===== config.mk =====
export PLATFORM = sky130hd
export DESIGN_NAME = irq_report_scanner
export DESIGN_NICKNAME = d
export VERILOG_FILES = /design/src/rtl/irqs_pkg.sv /design/src/rtl/irqs_slot_map.sv /design/src/rtl/irqs_byte_check.sv /design/src/rtl/irq_report_scanner.sv
export SDC_FILE = /design/constraint.sdc
export NUM_CORES = 1
export LEC_CHECK = 0
export ABC_AREA = 1
export BUFFER_PORTS_ARGS = -buffer_cell sky130_fd_sc_hd__buf_4
export CAP_MARGIN = 20
export CORE_MARGIN = 2
export CORE_UTILIZATION = 42
export CTS_BUF_LIST = sky130_fd_sc_hd__clkbuf_4
export DETAILED_ROUTE_END_ITERATION = 10
export PLACE_DENSITY_LB_ADDON = 0.25
export SETUP_SLACK_MARGIN = 0.4
export SLEW_MARGIN = 15
export SYNTH_ARGS = -nofsm -noshare
export SYNTH_HDL_FRONTEND = slang
export SYNTH_SLANG_ARGS = --single-unit

===== constraint.sdc =====
create_clock -name clk -period 1.4 [get_ports clk]
set_input_delay 0 -clock clk [delete_from_list [all_inputs] [get_ports clk]]
set_output_delay 0 -clock clk [all_outputs]
set_load 0.01 [all_outputs]

===== src/rtl/irqs_pkg.sv =====
package irqs_pkg;

  typedef enum logic [2:0] {
    S_IDLE   = 3'd0,
    S_SRC_RD = 3'd1,
    S_SRC_WR = 3'd2,
    S_STS_RD = 3'd3,
    S_STS_WR = 3'd4,
    S_NEXT   = 3'd5
  } scan_st_t;

  localparam int unsigned REGION_BYTES = 16;

  // byte address of a unit's source byte
  function automatic int unsigned src_byte(int unsigned base, int unsigned unit);
    return base + unit;
  endfunction

  // byte address of one bit inside a unit's status region
  function automatic int unsigned sts_byte(int unsigned base, int unsigned unit,
                                           int unsigned bitn);
    return base + unit * REGION_BYTES + bitn;
  endfunction

  function automatic logic byte_is_set(logic [7:0] v);
    return v != 8'h00;
  endfunction

  function automatic logic byte_is_odd(logic [7:0] v);
    return (v != 8'h00) && (v != 8'hFF);
  endfunction

endpackage


===== src/rtl/irqs_slot_map.sv =====
module irqs_slot_map #(
  parameter int unsigned NUM_ENG = 3,
  parameter int unsigned UNIT_W  = 6,
  parameter logic [NUM_ENG*UNIT_W-1:0] ENG_LIST = {6'd12, 6'd4, 6'd0},
  parameter int unsigned CTL0_IDX = 25,
  parameter int unsigned CTL1_IDX = 26,
  parameter int unsigned ENG_BIT  = 0,
  parameter int unsigned CTL_BIT  = 15,
  localparam int unsigned SLOTS   = NUM_ENG + 2,
  localparam int unsigned SLOT_W  = $clog2(SLOTS)
) (
  input  logic [SLOT_W-1:0] slot,
  input  logic              ctl1_present,
  output logic [UNIT_W-1:0] unit,
  output logic [3:0]        bitn,
  output logic              last
);

  logic [UNIT_W-1:0] tbl_unit [SLOTS];
  logic [3:0]        tbl_bit  [SLOTS];

  genvar g;
  generate
    for (g = 0; g < NUM_ENG; g++) begin : g_eng
      assign tbl_unit[g] = ENG_LIST[g*UNIT_W +: UNIT_W];
      assign tbl_bit[g]  = 4'(ENG_BIT);
    end
  endgenerate

  assign tbl_unit[NUM_ENG]   = UNIT_W'(CTL0_IDX);
  assign tbl_bit[NUM_ENG]    = 4'(CTL_BIT);
  assign tbl_unit[NUM_ENG+1] = UNIT_W'(CTL1_IDX);
  assign tbl_bit[NUM_ENG+1]  = 4'(CTL_BIT);

  always_comb begin
    unit = '0;
    bitn = '0;
    for (int i = 0; i < SLOTS; i++) begin
      if (slot == SLOT_W'(i)) begin
        unit = tbl_unit[i];
        bitn = tbl_bit[i];
      end
    end
  end

  assign last = ctl1_present ? (slot == SLOT_W'(NUM_ENG + 1))
                             : (slot == SLOT_W'(NUM_ENG));

endmodule


===== src/rtl/irqs_byte_check.sv =====
module irqs_byte_check
  import irqs_pkg::*;
(
  input  logic [7:0] value,
  output logic       is_set,
  output logic       is_odd
);
  assign is_set = byte_is_set(value);
  assign is_odd = byte_is_odd(value);
endmodule


===== src/rtl/irq_report_scanner.sv =====
module irq_report_scanner
  import irqs_pkg::*;
#(
  parameter int unsigned ADDR_W   = 11,
  parameter int unsigned UNIT_W   = 6,
  parameter int unsigned NUM_ENG  = 3,
  parameter logic [NUM_ENG*UNIT_W-1:0] ENG_LIST = {6'd12, 6'd4, 6'd0},
  parameter int unsigned CTL0_IDX = 25,
  parameter int unsigned CTL1_IDX = 26,
  parameter int unsigned ENG_BIT  = 0,
  parameter int unsigned CTL_BIT  = 15,
  parameter int unsigned STS_BASE = 'h000,
  parameter int unsigned SRC_BASE = 'h400
) (
  input  logic              clk,
  input  logic              rst_n,
  input  logic              trig_in,
  input  logic              scan_en,
  input  logic              ctl1_present,
  output logic              rd_req,
  output logic [ADDR_W-1:0] rd_addr,
  input  logic              rd_valid,
  input  logic [7:0]        rd_data,
  output logic              wr_req,
  output logic [ADDR_W-1:0] wr_addr,
  output logic [7:0]        wr_data,
  input  logic              wr_ack,
  output logic              disp_valid,
  output logic [UNIT_W-1:0] disp_unit,
  output logic [3:0]        disp_bit,
  output logic              err_pulse
);

  localparam int unsigned SLOT_W = $clog2(NUM_ENG + 2);

  scan_st_t          state;
  logic [SLOT_W-1:0] slot;
  logic              pend;

  // named internal events
  logic              start;
  logic              rd_done;
  logic              wr_done;
  logic              byte_set;
  logic              byte_odd;
  logic              slot_last;
  logic [UNIT_W-1:0] cur_unit;
  logic [3:0]        cur_bit;
  logic [ADDR_W-1:0] src_addr;
  logic [ADDR_W-1:0] sts_addr;

  irqs_slot_map #(
    .NUM_ENG (NUM_ENG), .UNIT_W(UNIT_W), .ENG_LIST(ENG_LIST),
    .CTL0_IDX(CTL0_IDX), .CTL1_IDX(CTL1_IDX),
    .ENG_BIT (ENG_BIT),  .CTL_BIT (CTL_BIT)
  ) i_map (
    .slot(slot), .ctl1_present(ctl1_present),
    .unit(cur_unit), .bitn(cur_bit), .last(slot_last)
  );

  irqs_byte_check i_chk (.value(rd_data), .is_set(byte_set), .is_odd(byte_odd));

  assign src_addr = ADDR_W'(src_byte(SRC_BASE, int'(cur_unit)));
  assign sts_addr = ADDR_W'(sts_byte(STS_BASE, int'(cur_unit), int'(cur_bit)));

  assign rd_req  = (state == S_SRC_RD) || (state == S_STS_RD);
  assign wr_req  = (state == S_SRC_WR) || (state == S_STS_WR);
  assign rd_addr = (state == S_STS_RD) ? sts_addr : src_addr;
  assign wr_addr = (state == S_STS_WR) ? sts_addr : src_addr;
  assign wr_data = 8'h00;

  assign rd_done = rd_req && rd_valid;
  assign wr_done = wr_req && wr_ack;
  assign start   = (state == S_IDLE) && scan_en && (trig_in || pend);

  always_ff @(posedge clk or negedge rst_n) begin
    if (!rst_n) begin
      pend <= 1'b0;
    end else if (!scan_en || start) begin
      pend <= 1'b0;
    end else if (trig_in) begin
      pend <= 1'b1;
    end
  end

  always_ff @(posedge clk or negedge rst_n) begin
    if (!rst_n) begin
      state <= S_IDLE;
      slot  <= '0;
    end else begin
      case (state)
        S_IDLE:   if (start) begin
                    state <= S_SRC_RD;
                    slot  <= '0;
                  end
        S_SRC_RD: if (rd_done) state <= byte_set ? S_SRC_WR : S_NEXT;
        S_SRC_WR: if (wr_done) state <= S_STS_RD;
        S_STS_RD: if (rd_done) state <= byte_set ? S_STS_WR : S_NEXT;
        S_STS_WR: if (wr_done) state <= S_NEXT;
        S_NEXT:   if (slot_last) begin
                    state <= S_IDLE;
                  end else begin
                    state <= S_SRC_RD;
                    slot  <= slot + 1'b1;
                  end
        default:  state <= S_IDLE;
      endcase
    end
  end

  always_ff @(posedge clk or negedge rst_n) begin
    if (!rst_n) begin
      disp_valid <= 1'b0;
      disp_unit  <= '0;
      disp_bit   <= '0;
      err_pulse  <= 1'b0;
    end else begin
      disp_valid <= (state == S_STS_WR) && wr_ack;
      if ((state == S_STS_WR) && wr_ack) begin
        disp_unit <= cur_unit;
        disp_bit  <= cur_bit;
      end
      err_pulse <= rd_done && byte_odd;
    end
  end

  AST_REQ_EXCLUSIVE: assert property (@(posedge clk) disable iff (!rst_n)
    !(rd_req && wr_req));
  AST_RD_HOLD: assert property (@(posedge clk) disable iff (!rst_n)
    rd_req && !rd_valid |=> rd_req && $stable(rd_addr));
  AST_WR_HOLD: assert property (@(posedge clk) disable iff (!rst_n)
    wr_req && !wr_ack |=> wr_req && $stable(wr_addr) && wr_data == 8'h00);
  AST_IDLE_WHEN_OFF: assert property (@(posedge clk) disable iff (!rst_n)
    (state == S_IDLE) && !scan_en |=> (state == S_IDLE) && !rd_req && !wr_req);
  AST_DISP_AFTER_WRITE: assert property (@(posedge clk) disable iff (!rst_n)
    disp_valid |-> $past(wr_ack) && !$past(rd_req));
  AST_DISP_SINGLE: assert property (@(posedge clk) disable iff (!rst_n)
    disp_valid |=> !disp_valid);
  AST_ERR_AFTER_READ: assert property (@(posedge clk) disable iff (!rst_n)
    err_pulse |-> $past(rd_valid) && $past(rd_req));
  AST_SCAN_FROM_IDLE: assert property (@(posedge clk) disable iff (!rst_n)
    $rose(rd_req) && (state == S_SRC_RD) && (slot == '0) |-> $past(scan_en));

endmodule


=== Word level (Yosys, flattened, before mapping) ===
Index checks and enable logic that the tools add are counted.

* Bits in latches: 0
* Logic and storage cells: 67
* Memories: 0
* Bits in writable memories: 0
* Bits of input ports: 15
* Output and inout port bits: 44
* Flip-flop bits (word level): 19
* Memory bits (read-only): 0

* Divide/modulo/power cells: 0
* $lt $le $gt $ge: 0
* $mul: 0
* Shift-type cells: 0
* Equal/unequal tests: 16
* Bitwise gates (word level): 0
* Mux-type cells: 23
* Add/subtract/negate cells: 3
* Reduce and logical (&&, ||, !) cells: 18

{| class="wikitable"
|+ Operators with widths
! kind !! number
|-
| $mux 3 || 9
|-
| $mux 11 || 2
|-
| $mux 6 || 3
|-
| $pmux 3 s6 || 1
|-
| $eq 3x2->1 const B || 4
|-
| $ne 2x2->1 const B || 6
|-
| $add 10x4->11 || 1
|-
| $add 11x6->11 const A || 1
|-
| $eq 3x3->1 const B || 3
|-
| $mux 4 || 2
|-
| $ne 8x8->1 const B || 1
|-
| $reduce_bool 8->1 || 1
|-
| $logic_and 1x1->1 || 7
|-
| $eq 3x1->1 const B || 2
|-
| $pmux 3 s2 || 1
|-
| $mux 1 || 5
|-
| $reduce_and 5->1 || 1
|-
| $logic_or 1x1->1 || 4
|-
| $reduce_bool 2->1 || 2
|-
| $add 3x1->3 const B || 1
|-
| $logic_not 3->1 || 1
|-
| $reduce_and 3->1 || 1
|-
| $logic_not 1->1 || 1
|}

=== Depth between registers and ports, before layout ===
* Depth after elaboration: 7
* Gate-level depth with buffers: 9

=== Hierarchy ===
From an unflattened synthesis, not the netlist that was laid out.

* Cell total of the unflattened synthesis: 201
* Area total of the unflattened synthesis: 1372.6 sq um

{| class="wikitable"
|+ Modules (own cells, without submodules)
! module !! instances !! area an instance (sq um) !! cells an instance
|-
| irq_report_scanner || 1 || 1192.4 || 160
|-
| irqs_slot_map || 1 || 102.6 || 21
|-
| irqs_byte_check || 1 || 77.6 || 20
|}

=== Least setup slack after synthesis ===
Ideal clock, no wire load.

* Path kind: reg-to-reg
* Start: register slot[0]
* End: register slot[0]
* Buffers on the path: 0
* Stages on the path, launching flop included: 9
* Path slack: 0.011 ns
* Arrival time: 1.273 ns
* Library setup time: 0.117 ns
* Data required time: 1.283 ns
* Period minus slack after synthesis: 1.389 ns
* Cell sequence: dfrtp_1 > ha_1 > ha_1 > nand2_1 > nand2_1 > o21ai_2 > nand2_2 > nand2_1 > nand2_1

* Word-level cells in the longest chain between the ends: 4

{| class="wikitable"
|+ RTL lines
! what !! line !! text
|-
| start, declared || irq_report_scanner.sv:37 || <nowiki>logic [SLOT_W-1:0] slot;</nowiki>
|-
| start signal, assigned || irq_report_scanner.sv:104 || <nowiki>slot <= slot + 1'b1;</nowiki>
|-
| parallel branches: the longest is 4 deep, another holds $add 3x1->3 || -- ||
|}

Several ways; the timed one is not identified. The select of a mux whose other input is x is not followed.
A chain may end at the register's enable or synchronous reset.

=== Worst setup path in the final report ===
* Start: register slot[1]
* End: output wr_addr[6]

* Word-level cells in the longest chain between the ends: 7

{| class="wikitable"
|+ RTL lines
! what !! line !! text
|-
| $eq 3x1->1 || irqs_slot_map.sv:39 || <nowiki>if (slot == SLOT_W'(i)) begin</nowiki>
|-
| $mux 3 || irqs_slot_map.sv:39 ||
|-
| $mux 6 (3 in a row) || irqs_slot_map.sv:39 ||
|-
| $add 11x6->11 or $add 10x4->11 (tied branches) || irqs_pkg.sv:16, irqs_pkg.sv:22 ||
|-
| $mux 11 (*) || irq_report_scanner.sv:69 || <nowiki>assign wr_addr = (state == S_STS_WR) ? sts_addr : src_addr;</nowiki>
|-
| end, declared || irq_report_scanner.sv:25 || <nowiki>output logic [ADDR_W-1:0] wr_addr,</nowiki>
|}

Mark *: on every way between the ends. The rest lies on a longest branch, timed or not.

==> key figures <==
STA
  – Setup-failing EPs final: 27
  – Fraction of the cycle the final worst path needs: 1.25
  – Final Hold Viols: 0
  – Clock Skew: between 0.007 and 0.008 ns
  – RSZ-0062 raised after global routing: true
  – Final WS setup: -0.345 ns
  – Slew Limit Fails: 0
  – Minimum clock period: 1.74 ns
  – Final hold slack: around 0.08 ns
  – Fmax: 573 MHz

CTS
  – H-tree Lvls: 1
  – Root Driver: clkbuf_4
  – Clk buf depth: 2
  – Clk Latency, worst-skew pair: 0.29 ns
  – Total CTS buffers: 3
  – CTS tree: built
  – CTS clock-pin slew for the worst setup and hold paths: 0.10 ns
  – CTS Sinks: 15

Worst setup path
  – CP Class: reg -> out
  – CP Capture Point: wr_addr[6]
  – Crit. End Element: primary output
  – Reg2reg start: slot[1]
  – CP max FO: 5
  – Crit start category: flop
  – Crit path DAT: 1.74 ns
  – Critical R2R Capture: slot[2]
  – Req. time, crit path: 1.40 ns
  – Crit path from: slot[1]
  – Reg2reg setup slack: -0.26 ns
  – Reg2reg path depth: 11

Finish
  – N_diodes: 0
  – # nets final: 268
  – Area growth syn-to-layout: 94.3%
  – Filler cells: 125
  – Post-Layout Inst Area: between 2000 and 2500 um^2
  – Commonest non-fill, non-tap cells in the layout: buf_4 (63), nand2_1 (28), buf_6 (22)
  – Most common cell after layout, fill and taps aside: buf_4
  – Share of layout cells above drive strength 1: 0.656
  – Multi-input gate area: 895 um^2
  – Final core occ: 0.877
  – Reg area: 382 um^2

Floorplanning
  – Core area: 2540 um^2
  – Row cnt: 18
  – Die ar.: 3170 um^2
  – Chip Width: 56.3 um
  – Initial Utilization: 0.451
  – I/O pins: 59
  – Die Height: 56.3 um

Placed design
  – Post-DP Area: 1620 um^2
  – Count of input and output buffers: 47
  – Pre-CTS WS: -0.0860 ns
  – Detail Placement HPWL: 2.32 mm
  – GPL Wtd Cong: 0.813

Status
  – Failing checks: negative setup slack
  – Run status: complete, but fails checks

Global route
  – First-pass GRT wire length: 6.32 mm
  – Initial antenna violation count: 0
  – Met1 GRT Util: 0.278
  – Met3 global-route usage: 0.0484
  – Vias in the first global route: 1332
  – Remaining Overflow, GRT: 0
  – GRT Util Overall: 0.255
  – Grt met2 use: 0.494
  – Gr busiest metal: met2
  – Pin count of the biggest net entering global routing: 16

Routing
  – Routed vias/inst: slightly above 5
  – TritonRoute pass-1 iters: 4
  – # DRC: 0
  – Final wirelength: roughly 4.7 mm
  – DR WL/cell: 17.1 um
  – Post-route ant nets: 0
  – Initial DRC count: 52
  – Vias after detailed routing: 1422

Power
  – Tot Pwr: 3.23 mW
  – Leak Pwr: 1.18 nW
  – Max VDD drop: 1.46 mV
  – Power density over the cells: roughly 1400 nW/um^2

Logic synthesis
  – Cell count after synthesis: 160
  – Cell Area, Synth: 1150 um^2
  – Seq/Total Area, Yosys: 0.327
  – Netlist cell types: 24
  – Average size of a mapped cell: 7.18 um^2
  – Synthesized flop and latch total: 15
  – Syn. warnings: 0

Hold path
  – Worst hold path type: in -> reg

Flow run
  – MaxCap Viol Count: 0
==> layout make-up <==
cell class / instances / area share
multi-input combinational: 120 / 0.401
timing repair buffer: 90 / 0.357
sequential: 15 / 0.171
inverter: 18 / 0.0426
tap: 30 / 0.0168
clock buffer: 3 / 0.0101
clock inverter: 1 / 0.00224
==> state kept, by name, indices dropped and copies added (netlist names) <==
| name | flops |
|---|---|
| disp_bit | 1 |
| disp_unit | 5 |
| disp_valid | 1 |
| err_pulse | 1 |
| pend | 1 |
| slot | 3 |
| state | 3 |
==> Yosys cell counts <==
library cell / n / area, um^2
nand2_1: 42 / 158
nor2_1: 19 / 71.3
dfrtp_1: 15 / 375
buf_4: 14 / 105
inv_1: 12 / 45.0
o21ai_0: 10 / 50.1
nand3_1: 7 / 35.0
inv_2: 6 / 22.5
o21ai_2: 6 / 52.6
ha_1: 5 / 62.6
nand2_2: 5 / 31.3
nand4_1: 3 / 18.8
buf_6: 2 / 22.5
nor2_2: 2 / 12.5
nor2_4: 2 / 22.5
o21ai_1: 2 / 10.0
a21boi_0: 1 / 7.51
a21oi_1: 1 / 5.00
clkbuf_1: 1 / 3.75
conb_1: 1 / 3.75
nand2_4: 1 / 11.3
nand3_2: 1 / 10.0
nor3_1: 1 / 5.00
o211ai_1: 1 / 7.51
==> report_power, final <==
part	total, mW	switching, mW	internal (mW)
logic	2.27	1.22	1.05
clock network	0.256	0.150	0.106
registers	0.705	0.134	0.571
total	3.23	1.50	1.73
==> kinds of logic after synthesis <==
kind of cell	Yosys count	share of synthesized area
AOI/OAI and AO/OA	21	0.115
other	1	0.00326
buffers and inverters	35	0.173
and+or+nand+nor	83	0.327
DFF	15	0.327
adders and majority gates	5	0.0545
==> critical path, cell delays in order, from the launching register on <==
cell      delay (ns)
dfrtp_2         0.45
buf_6           0.13
buf_6           0.11
ha_4            0.14
o211ai_1        0.21
buf_4           0.21
nor2_1          0.06
buf_4           0.14
==> worst min path at each step <==
stage              endpoint  startpoint  cells past startpoint
6_report          err_pulse  rd_data[5]                      4
5_1_grt          disp_valid      wr_ack                      3
4_1_cts          disp_valid      wr_ack                      3
3_5_place_dp   disp_unit[3]       rst_n                      1
3_3_place_gp   disp_unit[3]       rst_n                      1
2_1_floorplan   disp_bit[2]       rst_n                      0
==> routing by layer <==
layer	wire [um]	share of wire	vias up
li1	-	-	659
met1	1780	0.38	693
met2	2670	0.57	64
met3	225	0.048	6
met4	51	0.011	0
met5	0	0	-
==> stage by stage <==
| step | setup TNS (ns) | instances |
|---|---|---|
| detailed placement | -0.364 | 239 |
| global route | -7.94 | 277 |
| CTS | -3.22 | 265 |
| finish | -6.35 | 277 |
| floorplan | 0 | 170 |
| global placement | 0 | 239 |
==> what timing repair did <==
item	CTS	global route
hold endpoints to repair	16	0
pin swaps	19	10
buffers inserted	20	12
hold buffers	2	0
endpoints found under the setup margin	35	37
resized for setup	55	28
Note: power is estimated with default switching activity, not from simulation.
